### src/rtl/i2c_rb_pkg.sv
// Shared types for the I2C register-bank slave.
package i2c_rb_pkg;

    // Bus-side controller states.
    typedef enum logic [2:0] {
        ST_IDLE,    // waiting for a START
        ST_RX,      // shifting in a byte from the master
        ST_RX_ACK,  // slave holds SDA low for the ninth clock
        ST_TX,      // shifting out a byte to the master
        ST_TX_ACK   // sampling the master's acknowledge
    } fsm_t;

    // Meaning of the byte being received.
    typedef enum logic [1:0] {
        KIND_ADDR,
        KIND_PTR,
        KIND_DATA
    } kind_t;

endpackage

### src/rtl/i2c_rb_sync.sv
// Synchronizes SCL and SDA into the system clock domain and flags SCL edges
// and START/STOP conditions, one cycle wide each.
// Assumes the system clock is several times faster than SCL and that the
// idle bus level is high on both lines.
module i2c_rb_sync #(
    parameter int STAGES = 2
) (
    input  logic clk,
    input  logic rst_n,
    input  logic scl_i,
    input  logic sda_i,
    output logic scl_s,
    output logic sda_s,
    output logic scl_rise,
    output logic scl_fall,
    output logic start_det,
    output logic stop_det
);
    logic [STAGES-1:0] scl_pipe;
    logic [STAGES-1:0] sda_pipe;
    logic              scl_q;
    logic              sda_q;

    // Synchronizer chains plus one extra stage for edge detection.
    always_ff @(posedge clk) begin
        if (!rst_n) begin
            scl_pipe <= '1;
            sda_pipe <= '1;
            scl_q    <= 1'b1;
            sda_q    <= 1'b1;
        end else begin
            scl_pipe <= {scl_pipe[STAGES-2:0], scl_i};
            sda_pipe <= {sda_pipe[STAGES-2:0], sda_i};
            scl_q    <= scl_pipe[STAGES-1];
            sda_q    <= sda_pipe[STAGES-1];
        end
    end

    // Edge and condition decode from the synchronized lines.
    always_comb begin
        scl_s     = scl_pipe[STAGES-1];
        sda_s     = sda_pipe[STAGES-1];
        scl_rise  = scl_s & ~scl_q;
        scl_fall  = ~scl_s & scl_q;
        start_det = scl_s & scl_q & sda_q & ~sda_s;
        stop_det  = scl_s & scl_q & ~sda_q & sda_s;
    end

endmodule

### src/rtl/i2c_rb_regfile.sv
// Register array with a bus write port, a bus read port and a host
// read/write port. The bus write wins when both write one entry at once.
// Reads are combinational.
module i2c_rb_regfile #(
    parameter int AW = 4,
    parameter int DW = 8
) (
    input  logic          clk,
    input  logic          rst_n,
    input  logic          bus_we,
    input  logic [AW-1:0] bus_waddr,
    input  logic [DW-1:0] bus_wdata,
    input  logic [AW-1:0] bus_raddr,
    output logic [DW-1:0] bus_rdata,
    input  logic          host_we,
    input  logic [AW-1:0] host_addr,
    input  logic [DW-1:0] host_wdata,
    output logic [DW-1:0] host_rdata
);
    localparam int DEPTH = 1 << AW;

    logic [DW-1:0] mem [DEPTH];

    // Storage update with the bus port taking priority per entry.
    always_ff @(posedge clk) begin
        if (!rst_n) begin
            for (int i = 0; i < DEPTH; i++) mem[i] <= '0;
        end else begin
            for (int i = 0; i < DEPTH; i++) begin
                if (bus_we && bus_waddr == AW'(i))
                    mem[i] <= bus_wdata;
                else if (host_we && host_addr == AW'(i))
                    mem[i] <= host_wdata;
            end
        end
    end

    // Read ports.
    always_comb begin
        bus_rdata  = mem[bus_raddr];
        host_rdata = mem[host_addr];
    end

endmodule

### src/rtl/i2c_rb_ctrl.sv
// Byte-level I2C slave controller: address match, acknowledge, pointer load,
// data write and read with auto-increment.
// Assumes that the inputs are synchronized strobes from i2c_rb_sync and
// that rd_data follows ptr combinationally. Writes leave the block one cycle
// after the byte completes, through wr_en/wr_addr/wr_data.
module i2c_rb_ctrl
    import i2c_rb_pkg::*;
#(
    parameter logic [6:0] DEV_ADDR = 7'h51,
    parameter int         AW       = 4,
    parameter int         DW       = 8
) (
    input  logic          clk,
    input  logic          rst_n,
    input  logic          sda_s,
    input  logic          scl_rise,
    input  logic          scl_fall,
    input  logic          start_det,
    input  logic          stop_det,
    input  logic [DW-1:0] rd_data,
    output logic          sda_oe,
    output logic [AW-1:0] ptr,
    output logic          wr_en,
    output logic [AW-1:0] wr_addr,
    output logic [DW-1:0] wr_data
);
    localparam int CNT_W = $clog2(DW + 1);
    localparam logic [CNT_W-1:0] LAST = CNT_W'(DW);

    fsm_t             state;
    kind_t            kind;
    logic             rw;
    logic             mack;
    logic [CNT_W-1:0] bitcnt;
    logic [DW-1:0]    shreg;

    // Main sequencer; START/STOP override every state.
    always_ff @(posedge clk) begin
        if (!rst_n) begin
            state   <= ST_IDLE;
            kind    <= KIND_ADDR;
            rw      <= 1'b0;
            mack    <= 1'b0;
            bitcnt  <= '0;
            shreg   <= '0;
            sda_oe  <= 1'b0;
            ptr     <= '0;
            wr_en   <= 1'b0;
            wr_addr <= '0;
            wr_data <= '0;
        end else begin
            wr_en <= 1'b0;
            if (start_det) begin
                state  <= ST_RX;
                kind   <= KIND_ADDR;
                bitcnt <= '0;
                sda_oe <= 1'b0;
            end else if (stop_det) begin
                state  <= ST_IDLE;
                sda_oe <= 1'b0;
            end else begin
                case (state)
                    ST_RX: begin
                        if (scl_rise) begin
                            shreg  <= {shreg[DW-2:0], sda_s};
                            bitcnt <= bitcnt + 1'b1;
                        end else if (scl_fall && bitcnt == LAST) begin
                            case (kind)
                                KIND_ADDR: begin
                                    if (shreg[DW-1:1] == DEV_ADDR) begin
                                        rw     <= shreg[0];
                                        sda_oe <= 1'b1;
                                        state  <= ST_RX_ACK;
                                    end else begin
                                        state  <= ST_IDLE;
                                    end
                                end
                                KIND_PTR: begin
                                    ptr    <= shreg[AW-1:0];
                                    sda_oe <= 1'b1;
                                    state  <= ST_RX_ACK;
                                end
                                default: begin
                                    wr_en   <= 1'b1;
                                    wr_addr <= ptr;
                                    wr_data <= shreg;
                                    ptr     <= ptr + 1'b1;
                                    sda_oe  <= 1'b1;
                                    state   <= ST_RX_ACK;
                                end
                            endcase
                        end
                    end
                    ST_RX_ACK: begin
                        if (scl_fall) begin
                            bitcnt <= '0;
                            if (kind == KIND_ADDR && rw) begin
                                shreg  <= rd_data;
                                ptr    <= ptr + 1'b1;
                                sda_oe <= ~rd_data[DW-1];
                                state  <= ST_TX;
                            end else begin
                                sda_oe <= 1'b0;
                                kind   <= (kind == KIND_ADDR) ? KIND_PTR : KIND_DATA;
                                state  <= ST_RX;
                            end
                        end
                    end
                    ST_TX: begin
                        if (scl_rise) begin
                            bitcnt <= bitcnt + 1'b1;
                        end else if (scl_fall) begin
                            if (bitcnt == LAST) begin
                                sda_oe <= 1'b0;
                                state  <= ST_TX_ACK;
                            end else begin
                                shreg  <= {shreg[DW-2:0], 1'b0};
                                sda_oe <= ~shreg[DW-2];
                            end
                        end
                    end
                    ST_TX_ACK: begin
                        if (scl_rise) begin
                            mack <= ~sda_s;
                        end else if (scl_fall) begin
                            if (mack) begin
                                shreg  <= rd_data;
                                ptr    <= ptr + 1'b1;
                                sda_oe <= ~rd_data[DW-1];
                                bitcnt <= '0;
                                state  <= ST_TX;
                            end else begin
                                state  <= ST_IDLE;
                            end
                        end
                    end
                    default: begin
                        sda_oe <= 1'b0;
                    end
                endcase
            end
        end
    end

endmodule

### src/rtl/i2c_regbank_slave.sv
// Top level: I2C slave front end joined to a 16 x 8 register bank with a
// host port. SDA is driven only through the open-drain enable sda_oe.
// Assumes that the system clock runs at least about eight times the SCL rate.
module i2c_regbank_slave #(
    parameter logic [6:0] DEV_ADDR   = 7'h51,
    parameter int         AW         = 4,
    parameter int         DW         = 8,
    parameter int         SYNC_STAGE = 2
) (
    input  logic          clk,
    input  logic          rst_n,
    input  logic          scl_i,
    input  logic          sda_i,
    output logic          sda_oe,
    input  logic          host_we,
    input  logic [AW-1:0] host_addr,
    input  logic [DW-1:0] host_wdata,
    output logic [DW-1:0] host_rdata
);
    logic          scl_s, sda_s, scl_rise, scl_fall, start_det, stop_det;
    logic [AW-1:0] ptr;
    logic          wr_en;
    logic [AW-1:0] wr_addr;
    logic [DW-1:0] wr_data;
    logic [DW-1:0] rd_data;

    i2c_rb_sync #(.STAGES(SYNC_STAGE)) u_sync (
        .clk       (clk),
        .rst_n     (rst_n),
        .scl_i     (scl_i),
        .sda_i     (sda_i),
        .scl_s     (scl_s),
        .sda_s     (sda_s),
        .scl_rise  (scl_rise),
        .scl_fall  (scl_fall),
        .start_det (start_det),
        .stop_det  (stop_det)
    );

    i2c_rb_ctrl #(.DEV_ADDR(DEV_ADDR), .AW(AW), .DW(DW)) u_ctrl (
        .clk       (clk),
        .rst_n     (rst_n),
        .sda_s     (sda_s),
        .scl_rise  (scl_rise),
        .scl_fall  (scl_fall),
        .start_det (start_det),
        .stop_det  (stop_det),
        .rd_data   (rd_data),
        .sda_oe    (sda_oe),
        .ptr       (ptr),
        .wr_en     (wr_en),
        .wr_addr   (wr_addr),
        .wr_data   (wr_data)
    );

    i2c_rb_regfile #(.AW(AW), .DW(DW)) u_regs (
        .clk        (clk),
        .rst_n      (rst_n),
        .bus_we     (wr_en),
        .bus_waddr  (wr_addr),
        .bus_wdata  (wr_data),
        .bus_raddr  (ptr),
        .bus_rdata  (rd_data),
        .host_we    (host_we),
        .host_addr  (host_addr),
        .host_wdata (host_wdata),
        .host_rdata (host_rdata)
    );

endmodule

### config.mk
export PLATFORM = sky130hd
export DESIGN_NAME = i2c_regbank_slave
export DESIGN_NICKNAME = d
export VERILOG_FILES = /design/src/rtl/i2c_rb_pkg.sv /design/src/rtl/i2c_rb_sync.sv /design/src/rtl/i2c_rb_regfile.sv /design/src/rtl/i2c_rb_ctrl.sv /design/src/rtl/i2c_regbank_slave.sv
export SDC_FILE = /design/constraint.sdc
export NUM_CORES = 1
export LEC_CHECK = 0
export BUFFER_PORTS_ARGS = -buffer_cell sky130_fd_sc_hd__buf_4
export CAP_MARGIN = 20
export CORE_ASPECT_RATIO = 0.9
export CORE_UTILIZATION = 40
export CTS_CLUSTER_SIZE = 12
export DETAILED_ROUTE_END_ITERATION = 8
export PLACE_DENSITY = 0.67
export SKIP_LAST_GASP = 1
export SYNTH_ARGS = -nofsm -noshare
export SYNTH_HDL_FRONTEND = slang
export SYNTH_HIERARCHICAL = 1
export SYNTH_SLANG_ARGS = --single-unit
### constraint.sdc
create_clock -name clk -period 2.34 [get_ports clk]
set_input_delay 0.234 -clock clk [delete_from_list [all_inputs] [get_ports clk]]
set_output_delay 0.234 -clock clk [all_outputs]
set_load 0.02 [all_outputs]
Word level (Yosys, flattened, before mapping)
Memories as Yosys holds them, arrays and structs flattened. A register that Yosys moved wholly into a read port is not among the register bits.
Cells that the tools add are included.
- flip-flop bits (word level): 43
- memory bits (writable): 128
- output and inout port bits: 9
- logic and storage cells: 390
- memories kept: 1
- add/sub/neg operators: 2
- equal/unequal tests: 60
- mux-type cells: 202
- bitwise operators: 53
- reductions and logical operators: 56
- memory list (memory ; depth ; width ; read ports ; clocked after Yosys merged registers in ; wr ports ; line ; source):
    u_regs.mem ; 16 ; 8 ; 2 ; 1 ; 16 ; i2c_rb_regfile.sv:22 ; logic [DW-1:0] mem [DEPTH];
- operators with widths (kind ; count):
    $mux 8 ; 41
    $mux 1 ; 128
    $eq 4x4->1 const B ; 17
    $mux 4 ; 14
    $logic_and 1x1->1 ; 34
    $eq 4x3->1 const B ; 8
    $or 1x1->1 ; 32
    $pmux 8 s4 ; 1
    $reduce_and 9->1 ; 3
    $mux 3 ; 8
    $pmux 4 s3 ; 2
    $ne 4x3->1 const B ; 5
    $eq 4x2->1 const B ; 4
    $ne 2x1->1 const B ; 8
    $not 1->1 ; 14
    $reduce_and 7->1 ; 2
    $ne 2x2->1 const B ; 6
    $ne 4x4->1 const B ; 3
    $pmux 3 s4 ; 1
    $reduce_and 12->1 ; 1
    $reduce_and 11->1 ; 1
    $mux 2 ; 5
    $add 4x1->4 const B ; 2
    $eq 4x1->1 const B ; 2
    19 further kinds ; 31

Logic depth before layout (Yosys ltp)
Gate-level depths: netlist of the first run.
- depth after elaboration: 8
- depth in mapped cells: 8
- depth with buffers taken out: 7

Modules after synthesis
Netlist of the first run, hierarchy kept.
- modules (own cells, without submodules) (module ; instances ; cells an instance ; area each (um^2) ; sequential area each (um^2)):
    i2c_rb_regfile ; 1 ; 532 ; 7848.8 ; 3843.7
    i2c_rb_ctrl ; 1 ; 235 ; 2062.0 ; 740.7
    i2c_rb_sync ; 1 ; 16 ; 190.2 ; 120.1

Least setup slack after synthesis of the first run
Ideal clock, no wire load.
- path kind: reg-to-reg
- start point: register u_ctrl.wr_addr[2]
- end point: memory u_regs.mem[12][0] (enable)
- data arrival time: 1.791 ns
- data required time: 1.936 ns
- slack: 0.145 ns
- cell stages (with the launch flop): 4
- buffers on the path: 1
- clock period less this slack: 2.195 ns
- path through: dfxtp_1 buf_4 nand2_1 o311ai_0
- RTL lines (what ; line ; source):
    from (decl) ; i2c_rb_ctrl.sv:24 ; output logic [AW-1:0] wr_addr,
    from (signal assigned) ; i2c_rb_ctrl.sv:85 ; wr_addr <= ptr;
    to (decl) ; i2c_rb_regfile.sv:22 ;

==> flow_metrics.py, run 1 <==
metrics = {
    "status": {
        "outcome": "finished, final reports clean",
    },
    "power": {
        "peakVddDrop_mv": 0.502,
        "comb_power_share": 0.087,
        "power_uw": 7080,
        "power.density_nw_per_um2": 608,
        "power_frac_seq": 0.484,
        "total_switching_power_uw": 1820,
        "leakage_uw": 0.00422,
        "switch_share": 0.257,
        "power.share.clock": 0.430,
        "internal_power_uw": 5260,
    },
    "cts": {
        "cts_tree": "yes",
        "root_buffer": "clkbuf_16",
        "insertion_delay_ns": 0.45,
        "postCtsSetupRepairBufs": 0,
        "cts_made_buffers": 17,
        "cts.sink_count": 171,
        "max-clock-path-buffers": 2,
        "post_cts_resized": 0,
        "cts_htree_levels": 4,
        "clkTransAtPathRegs_ns": 0.08,
    },
    "synth": {
        "postSynth.topFlopCell": "edfxtp_1",
        "synth_top_area_share": 0.381,
        "synthDominantAreaCellType": "edfxtp_1",
        "yosys.cell_count.top_type": "edfxtp_1",
        "synth_warnings": 6,
        "synth_area_leaders": "edfxtp_1, mux4_2, dfxtp_1",
        "synth_area_um2": 10100,
        "synthTopCellsByCount": "edfxtp_1, a22o_1, mux4_2",
        "synth_enable_flop_cells": 128,
        "post_syn_area_per_cell_um2": 12.9,
        "postSynth.asyncResetShare": 0,
        "yosys_register_bits": 171,
        "synthesis.instances": 783,
        "synth_sequential_area_ratio": 0.466,
        "synth.net_count": 803,
        "synth_cell_type_count": 84,
    },
    "routing": {
        "route.met3.wl_mm": 2.62,
        "detail-route-antenna-nets": 0,
        "post_drt_via_cell_ratio": 6.40,
        "highest-signal-layer": "met4",
        "detailroute.wirelength.met2_mm": 13.6,
        "finalWirelength_mm": 29.5,
        "detailroute.via_count": 7545,
        "post_drt_wl_per_cell_um": 25.1,
        "detail_route.iter0.violations": 887,
        "drt_pass_1_iters": 5,
        "drt-met1-wl_mm": 12.7,
        "route.detailed.drc": 0,
    },
    "timing": {
        "timing.final.hold_violations": 0,
        "final_critical_path_setup_slack_ns": 0.114,
        "min_period_ns": 2.23,
        "final.setup_skew_ns": 0.0157,
        "tightest_slew_ns": 1.12,
        "grt_setup_unrepaired": "no",
        "max_freq_mhz": 449,
        "slew_viol_final": 0,
        "hold-worst-slack_ns": 0.240,
        "final_setup_violation_count": 0,
        "final_layout_setup_total_negative_slack_ns": 0,
        "post-route-period-util": 0.951,
        "timing.max_slew.rel_slack": 0.246,
    },
    "setup_path": {
        "worst_setup_path_start_kind": "flip-flop",
        "crit_chain": "buf_4 -> nand2b_1 -> nor3_1 -> a22o_1",
        "critical_path_required_ns": 2.64,
        "setup.worst_path.end_class": "flip-flop",
        "critical_path.reg2reg.startpoint": "u_ctrl/wr_addr[0]$_SDFFE_PN0P_",
        "worst_path_max_stage_delay_ns": 0.88,
        "cp.arrival_ns": 2.53,
        "path_class": "reg -> reg",
        "timing.critical_path.slowest_stage_cell": "nor3_1",
        "critical_path_fanouts_max": 9,
        "crit_path_start": "u_ctrl/wr_addr[0]$_SDFFE_PN0P_",
    },
    "global_route": {
        "grt_pass1_wl_mm": 45.1,
        "largest_net_degree_at_the_start_of_global_routing": 37,
        "gr-usage-all-layers": 0.235,
        "grt.overflow.total": 0,
        "grt_antenna_before_repair": 0,
        "via_count_of_the_first_global_routing_pass": 7288,
    },
    "die": {
        "chipHeight_um": 153,
        "ioPinCount": 26,
        "design.die.area_um2": 25900,
        "num_rows": 54,
        "start_util": 0.412,
        "floorplan.die.width_um": 170,
        "core_um2": 24500,
    },
    "finish": {
        "fin_cells": 1178,
        "fillers": 2183,
        "final_net_count": 849,
        "register_area_um2": 4710,
        "insertedDiodeCount": 0,
        "multi_input_comb_area_um2": 5030,
        "drive_gt1_frac": 0.325,
        "flow.area_growth_from_synthesis_pct": 15.2,
    },
    "job": {
        "drv_cap": 0,
    },
    "placed_design": {
        "dp_hpwl_mm": 20.4,
        "pre_cts_slack_ns": 0.195,
        "numPortBuffers": 25,
        "placed_cells_incl_taps": 1144,
        "finalWeightedCongestion": 0.895,
    },
    "min_path": {
        "hp-class": "in -> reg",
        "min-delay-start": "host_wdata[2]",
    },
}
path summary, 6_finish.rpt:
check        cells past startpoint  slack, ns                        endpoint
max                              4       0.11  u_regs/mem[1][7]$_SDFFCE_PN0P_
min                              2       0.24  u_regs/mem[8][2]$_SDFFCE_PN0P_
max reg2reg                      4       0.11  u_regs/mem[1][7]$_SDFFCE_PN0P_
min reg2reg                      1       0.41   u_sync/scl_pipe[1]$_SDFF_PN1_
flip-flops by register name, indices dropped and copies added (netlist names):
signal,count
u_ctrl/state,3
u_sync/sda_q,1
u_sync/scl_pipe,2
u_sync/scl_q,1
u_ctrl/rw,1
u_ctrl/mack,1
u_ctrl/ptr,4
u_ctrl/wr_en,1
u_ctrl/sda_oe,1
u_ctrl/wr_addr,4
u_regs/mem,128
u_ctrl/kind,2
u_ctrl/shreg,8
u_ctrl/wr_data,8
u_sync/sda_pipe,2
u_ctrl/bitcnt,4
critical path, delay by kind of cell (launching register included):
kind            cells  cell delay, ns
compound gates      1            0.28
buf+inv             1            0.26
flops               1            0.53
simple gates        2            1.02
per-stage QoR:
step           cell area (µm²)  utilization
2_1_floorplan            10100            -
3_3_place_gp             11000        0.448
4_1_cts                  11600        0.475
6_report                 11600        0.475
3_5_place_dp             11000        0.448
5_1_grt                  11600        0.475
cells in the final DEF (no fill, tap or decap), types with 5 or more instances in the layout:
master,synthesis,final
o211ai_1,5,5
nor2_1,39,39
mux4_2,64,64
a22oi_1,38,38
buf_4,4,95
nor3_1,8,8
inv_6,0,5
buf_12,0,5
nor2b_1,15,15
a311oi_1,7,7
mux2_2,49,49
o21ai_0,14,14
clkbuf_16,0,17
a211oi_2,7,7
nand2_1,46,46
mux2i_1,17,17
dfxtp_1,43,41
nand2b_1,16,16
inv_1,6,6
a21oi_1,11,11
a22o_1,80,80
edfxtp_1,128,128
and2_1,13,13
nand3_1,8,8
what timing repair did:
action,CTS,global route
hold buffers,2,0
hold endpoints to repair,2,0
setup endpoints to repair,0,0
final cells by class:
| cell class | count | area share |
|---|---|---|
| clock inverter | 15 | 0.0170 |
| sequential | 171 | 0.404 |
| inverter | 7 | 0.00226 |
| clock buffer | 17 | 0.0365 |
| multi-input combinational | 530 | 0.432 |
| timing repair buffer | 102 | 0.0716 |
| tap | 336 | 0.0361 |
power groups by stage:
stage	clock network, µW	registers [µW]	logic, µW
after floorplan	0	3460	374
after global placement	0	3490	597
after detailed placement	0	3490	605
after CTS	3070	3420	610
after global routing	3180	3440	651
final	3040	3430	613
per-layer routing:
layer | up-vias | track usage
li1 | 3253 | -
met1 | 3863 | 0.336
met2 | 390 | 0.356
met3 | 39 | 0.0501
met4 | 0 | 0.0738
met5 | - | 0
logic make-up (layout without fill, tap and decap cells):
family	count (synthesis)	after routing	share of synthesized area
AO/OA/AOI/OAI	202	202	0.170
adder cells (fa/ha/maj)	3	3	0.00372
flip-flops	171	171	0.466
multiplexers	130	130	0.214
buffers and inverters	82	141	0.0363
XOR/XNOR	3	3	0.00335
AND/OR/NAND/NOR	192	192	0.107
No activity file was read; power rests on OpenSTA's default activity.
==> run 2: changes to the inputs <==
Settings changed: PLACE_DENSITY 0.67 to 0.65, TNS_END_PERCENT set to 30.
Clock period 2.34 ns to 2.73 ns, I/O delays scaled along.
==> flow_metrics.py, run 2 (synthesis results as in run 1) <==
metrics = {
    "setup_path": {
        "worst_setup_path_start_kind": "primary input",
        "crit_path_start": "host_addr[0]",
        "setup.worst_path.end_class": "output port",
        "critical_path.reg2reg.startpoint": "u_ctrl/state[1]$_SDFFE_PP0P_",
        "critical_path_required_ns": 2.46,
        "critical_path_fanouts_max": 36,
        "path_class": "in -> out",
        "cp.arrival_ns": 2.07,
    },
    "finish": {
        "register_with_the_most_flip_flops": "u_regs/mem",
        "final_net_count": 820,
        "insertedDiodeCount": 0,
        "largest_reg_flops": 128,
        "flow.area_growth_from_synthesis_pct": 12.2,
        "drive_gt1_frac": 0.301,
        "fillers": 2218,
        "stdcell_area_um2": 11300,
        "final_common_cell": "edfxtp_1",
        "multi_input_comb_area_um2": 5030,
        "register_area_um2": 4710,
        "finalCoreUtilization": 0.462,
        "most-common-layout-cells": "edfxtp_1, a22o_1, buf_4",
        "reg_top3": "u_regs/mem (128), u_ctrl/shreg (8), u_ctrl/wr_data (8)",
    },
    "cts": {
        "cts_htree_levels": 4,
        "root_buffer": "clkbuf_16",
        "cts_made_buffers": 17,
        "clkTransAtPathRegs_ns": 0.07,
        "cts_tree": "yes",
        "post_cts_resized": 0,
        "max-clock-path-buffers": 2,
        "cts.sink_count": 171,
        "insertion_delay_ns": 0.44,
    },
    "timing": {
        "slew_viol_final": 0,
        "post-route-period-util": 0.858,
        "timing.max_slew.rel_slack": 0.463,
        "final.setup_skew_ns": 0.0179,
        "max_freq_mhz": 427,
        "min_period_ns": 2.34,
        "tightest_slew_ns": 0.806,
        "grt_setup_unrepaired": "no",
        "timing.final.hold_violations": 0,
        "final_setup_violation_count": 0,
        "final_layout_setup_total_negative_slack_ns": 0,
    },
    "die": {
        "design.die.area_um2": 25900,
        "num_rows": 54,
        "start_util": 0.412,
        "core_um2": 24500,
        "floorplan.die.width_um": 170,
        "ioPinCount": 26,
        "chipHeight_um": 153,
    },
    "power": {
        "peakVddDrop_mv": 0.401,
        "power.density_nw_per_um2": 517,
        "leakage_uw": 0.00404,
        "power_uw": 5860,
    },
    "routing": {
        "post_drt_wl_per_cell_um": 25.0,
        "detail_route.iter0.violations": 956,
        "detail-route-antenna-nets": 0,
        "finalWirelength_mm": 28.7,
        "route.detailed.drc": 0,
        "post_drt_via_cell_ratio": 6.45,
        "detailroute.via_count": 7411,
        "drt_pass_1_iters": 5,
    },
    "global_route": {
        "grt.overflow.total": 0,
        "via_count_of_the_first_global_routing_pass": 7081,
        "grt_antenna_before_repair": 0,
        "gr-usage-all-layers": 0.227,
        "largest_net_degree_at_the_start_of_global_routing": 44,
        "grt_pass1_wl_mm": 43.4,
    },
    "placed_design": {
        "place_area_um2": 10700,
        "numPortBuffers": 25,
        "dp_hpwl_mm": 19.7,
        "finalWeightedCongestion": 0.881,
    },
    "status": {
        "outcome": "finished, final reports clean",
    },
    "min_path": {
        "min-delay-start": "sda_i",
        "hp-class": "in -> reg",
    },
    "job": {
        "drv_cap": 0,
    },
}
## run 2: layer usage
layer	wire (µm)	part of all wire	global-route usage
met5	0	0	0
met4	743	0.026	0.0802
met3	3050	0.11	0.0499
met2	12200	0.42	0.322
met1	12700	0.44	0.339
## run 2: timing repair
item,4_1_cts,5_1_grt
buffers inserted,0,0
hold endpoints to repair,1,0
hold buffers,1,0
## run 2: worst max-delay path, cell delays in order
cell	delay (ns)
buf_4	0.52
buf_4	0.28
mux4_2	0.50
a22oi_1	0.20
nand2_1	0.09
buf_4	0.17
## run 2: final timing paths
kind	cells after the start	slack, ns	to
setup / recovery	6	0.39	host_rdata[0]
hold reg to reg	1	0.40	u_sync/scl_pipe[1]$_SDFF_PN1_
setup reg to reg	4	0.45	u_ctrl/ptr[1]$_SDFFE_PN0P_
hold / removal	2	0.04	u_sync/sda_pipe[0]$_SDFF_PN1_
## run 2: power breakdown
| part | total [µW] | switching, µW | internal, µW | leakage (µW) |
|---|---|---|---|---|
| logic | 501 | 294 | 207 | 0.00209 |
| clock network | 2420 | 1190 | 1230 | 0.000281 |
| registers | 2940 | 61.0 | 2880 | 0.00167 |
| total | 5860 | 1550 | 4310 | 0.00404 |
## run 2: area by class of cell
cell class | count | share of cell area
clock buffers | 18 | 0.0379
clock inverters | 14 | 0.0127
inverters | 7 | 0.00232
multi-input cells | 530 | 0.444
flip-flops and latches | 171 | 0.415
well taps | 336 | 0.0371
repair buffers | 73 | 0.0508
## run 2: metrics by stage
step / setup slack [ns] / hold WS (ns) / cells
6_report: 0.388 / 0.0366 / 1149
5_1_grt: 0.252 / 0.0416 / 1149
3_5_place_dp: 0.378 / 0.403 / 1116
2_1_floorplan: 0.535 / 0.346 / 783
4_1_cts: 0.381 / 0.0168 / 1149
3_3_place_gp: 0.368 / 0.388 / 1116
==> run 3: changes to the inputs <==
Settings changed: ABC_AREA set to 1, CORE_ASPECT_RATIO 0.9 to 2.
==> flow_metrics.py, run 3 <==
metrics = {
    "status": {
        "outcome": "finished, final reports clean",
    },
    "timing": {
        "final_setup_violation_count": 0,
        "tightest_slew_ns": 0.752,
        "final.setup_skew_ns": 0.00850,
        "timing.final.hold_violations": 0,
        "post-route-period-util": 0.797,
        "final_layout_setup_total_negative_slack_ns": 0,
        "timing.max_slew.rel_slack": 0.495,
        "slew_viol_final": 0,
        "max_freq_mhz": 460,
        "min_period_ns": 2.17,
        "grt_setup_unrepaired": "no",
    },
    "synth": {
        "postSynth.asyncResetShare": 0,
        "synth_warnings": 6,
        "synth_enable_flop_cells": 128,
        "yosys.cell_count.top_type": "nand2_1",
        "synth_sequential_area_ratio": 0.411,
        "postSynth.topFlopCell": "edfxtp_1",
        "synth_top_area_share": 0.335,
        "synth_area_leaders": "edfxtp_1, nand2_1, dfxtp_1",
        "synthDominantAreaCellType": "edfxtp_1",
        "synth_cell_type_count": 39,
        "post_syn_area_per_cell_um2": 6.66,
        "synth_area_um2": 11500,
        "synth.net_count": 1740,
        "synthesis.instances": 1720,
        "yosys_register_bits": 171,
        "synthTopCellsByCount": "nand2_1, inv_1, nand3_1",
    },
    "finish": {
        "register_with_the_most_flip_flops": "u_regs/mem",
        "final_common_cell": "nand2_1",
        "final_net_count": 1746,
        "reg_top3": "u_regs/mem (128), u_ctrl/shreg (8), u_ctrl/wr_data (8)",
        "insertedDiodeCount": 0,
        "most-common-layout-cells": "nand2_1, inv_1, nand3_1",
        "drive_gt1_frac": 0.0926,
        "flow.area_growth_from_synthesis_pct": 10.5,
        "fillers": 2901,
        "largest_reg_flops": 128,
        "fin_cells": 2095,
    },
    "cts": {
        "insertion_delay_ns": 0.45,
        "post_cts_resized": 0,
        "cts_tree": "yes",
        "cts_htree_levels": 4,
        "cts.sink_count": 171,
        "root_buffer": "clkbuf_16",
        "cts_made_buffers": 17,
        "clkTransAtPathRegs_ns": 0.07,
        "max-clock-path-buffers": 2,
    },
    "placed_design": {
        "numPortBuffers": 25,
        "finalWeightedCongestion": 1.02,
        "dp_hpwl_mm": 33.1,
        "placed_cells_incl_taps": 2061,
    },
    "setup_path": {
        "critical_path_fanouts_max": 9,
        "setup.worst_path.end_class": "flip-flop",
        "worst_setup_path_start_kind": "flip-flop",
        "path_class": "reg -> reg",
        "cp.arrival_ns": 2.27,
        "critical_path_required_ns": 2.83,
    },
    "min_path": {
        "hp-class": "in -> reg",
    },
    "power": {
        "power.density_nw_per_um2": 642,
        "peakVddDrop_mv": 0.435,
        "leakage_uw": 0.00603,
    },
    "routing": {
        "post_drt_via_cell_ratio": 5.41,
        "finalWirelength_mm": 44.1,
        "route.detailed.drc": 0,
        "drt_pass_1_iters": 6,
        "detail-route-antenna-nets": 0,
        "detailroute.via_count": 11300,
        "post_drt_wl_per_cell_um": 21.1,
        "detail_route.iter0.violations": 1200,
    },
    "die": {
        "start_util": 0.406,
        "num_rows": 87,
        "ioPinCount": 26,
        "core_um2": 28200,
        "floorplan.die.width_um": 122,
        "design.die.area_um2": 29400,
        "chipHeight_um": 241,
    },
    "global_route": {
        "via_count_of_the_first_global_routing_pass": 11000,
        "grt-busiest-layer": "met2",
        "use_met2": 0.560,
        "grt.overflow.total": 0,
        "global_route.usage.met3": 0.0478,
        "gr-usage-all-layers": 0.311,
        "largest_net_degree_at_the_start_of_global_routing": 74,
        "grt_antenna_before_repair": 0,
        "grt_pass1_wl_mm": 65.1,
        "globalRouteMet1Util": 0.298,
    },
    "job": {
        "drv_cap": 0,
    },
}
[run 3: cell count changes in the layout (fill, tap and decap cells not counted), moves of 36 or more]
cell	delta
mux2_2	-49
inv_1	+196
nand3_1	+132
o21ai_0	+36
a22oi_1	-38
a22o_1	-80
nor2_1	+39
nand2_1	+765
mux4_2	-64
[run 3: layout make-up]
class | count | area, µm² | share of cell area
inverter | 218 | 818 | 0.0646
clock inverter | 10 | 86.3 | 0.00682
tap | 356 | 445 | 0.0352
clock buffer | 22 | 539 | 0.0426
timing repair buffer | 59 | 485 | 0.0383
sequential | 171 | 4710 | 0.372
multi-input combinational | 1259 | 5580 | 0.441
[run 3: cell families (layout without fill, tap and decap cells)]
logic type | after synthesis | after routing | synth area share
compound gates | 140 | 140 | 0.0688
fa+ha+maj | 3 | 3 | 0.00328
xor+xnor | 3 | 3 | 0.00229
buf+inv | 290 | 309 | 0.102
simple gates | 1113 | 1113 | 0.413
flops | 171 | 171 | 0.411
[run 3: critical path, cell delays in order, from the launching register on]
cell and delay (ns):
dfxtp_1 0.35, inv_1 0.08, nor3_2 0.55, nand2_1 0.24, nand2_1 0.27, nand3_1 0.33
[run 3: timing repair]
item,CTS,global route
hold endpoints to repair,2,0
hold buffers,2,0
setup buffers,0,0
[run 3: per-stage QoR]
step / setup slack, ns / instance area [µm²] / util / hold slack [ns] / total power [µW]
after global placement: 0.649 / 12000 / 0.426 / 0.382 / 5580
after CTS: 0.613 / 12700 / 0.449 / 0.192 / 8110
after floorplan: 1.05 / 11500 / - / 0.342 / 4770
after global routing: 0.462 / 12700 / 0.449 / 0.213 / 8510
after detailed placement: 0.624 / 12000 / 0.426 / 0.393 / 5590
final: 0.555 / 12700 / 0.449 / 0.215 / 8130
[run 3: path summary, 6_finish.rpt]
| kind | start | to | slack (ns) | cells after the start |
|---|---|---|---|---|
| max reg2reg | u_ctrl/wr_en$_SDFF_PP0_ | u_regs/mem[5][6]$_SDFFCE_PN0P_ | 0.56 | 5 |
| min | host_wdata[0] | u_regs/mem[12][0]$_SDFFCE_PN0P_ | 0.21 | 3 |
| min reg2reg | u_sync/sda_pipe[0]$_SDFF_PN1_ | u_sync/sda_pipe[1]$_SDFF_PN1_ | 0.40 | 2 |
| max | u_ctrl/wr_en$_SDFF_PP0_ | u_regs/mem[5][6]$_SDFFCE_PN0P_ | 0.56 | 5 |
[run 3: power breakdown]
group          switching (µW)  internal [µW]
clock                    1100           1430
sequential                185           2990
combinational            1740            688
total                    3030           5110
[run 3: metal layers]
layer	share of wire	vias up	wire length [µm]
li1	-	5445	-
met1	0.33	5168	14500
met2	0.51	525	22700
met3	0.058	192	2570
met4	0.099	0	4370
met5	0	-	0
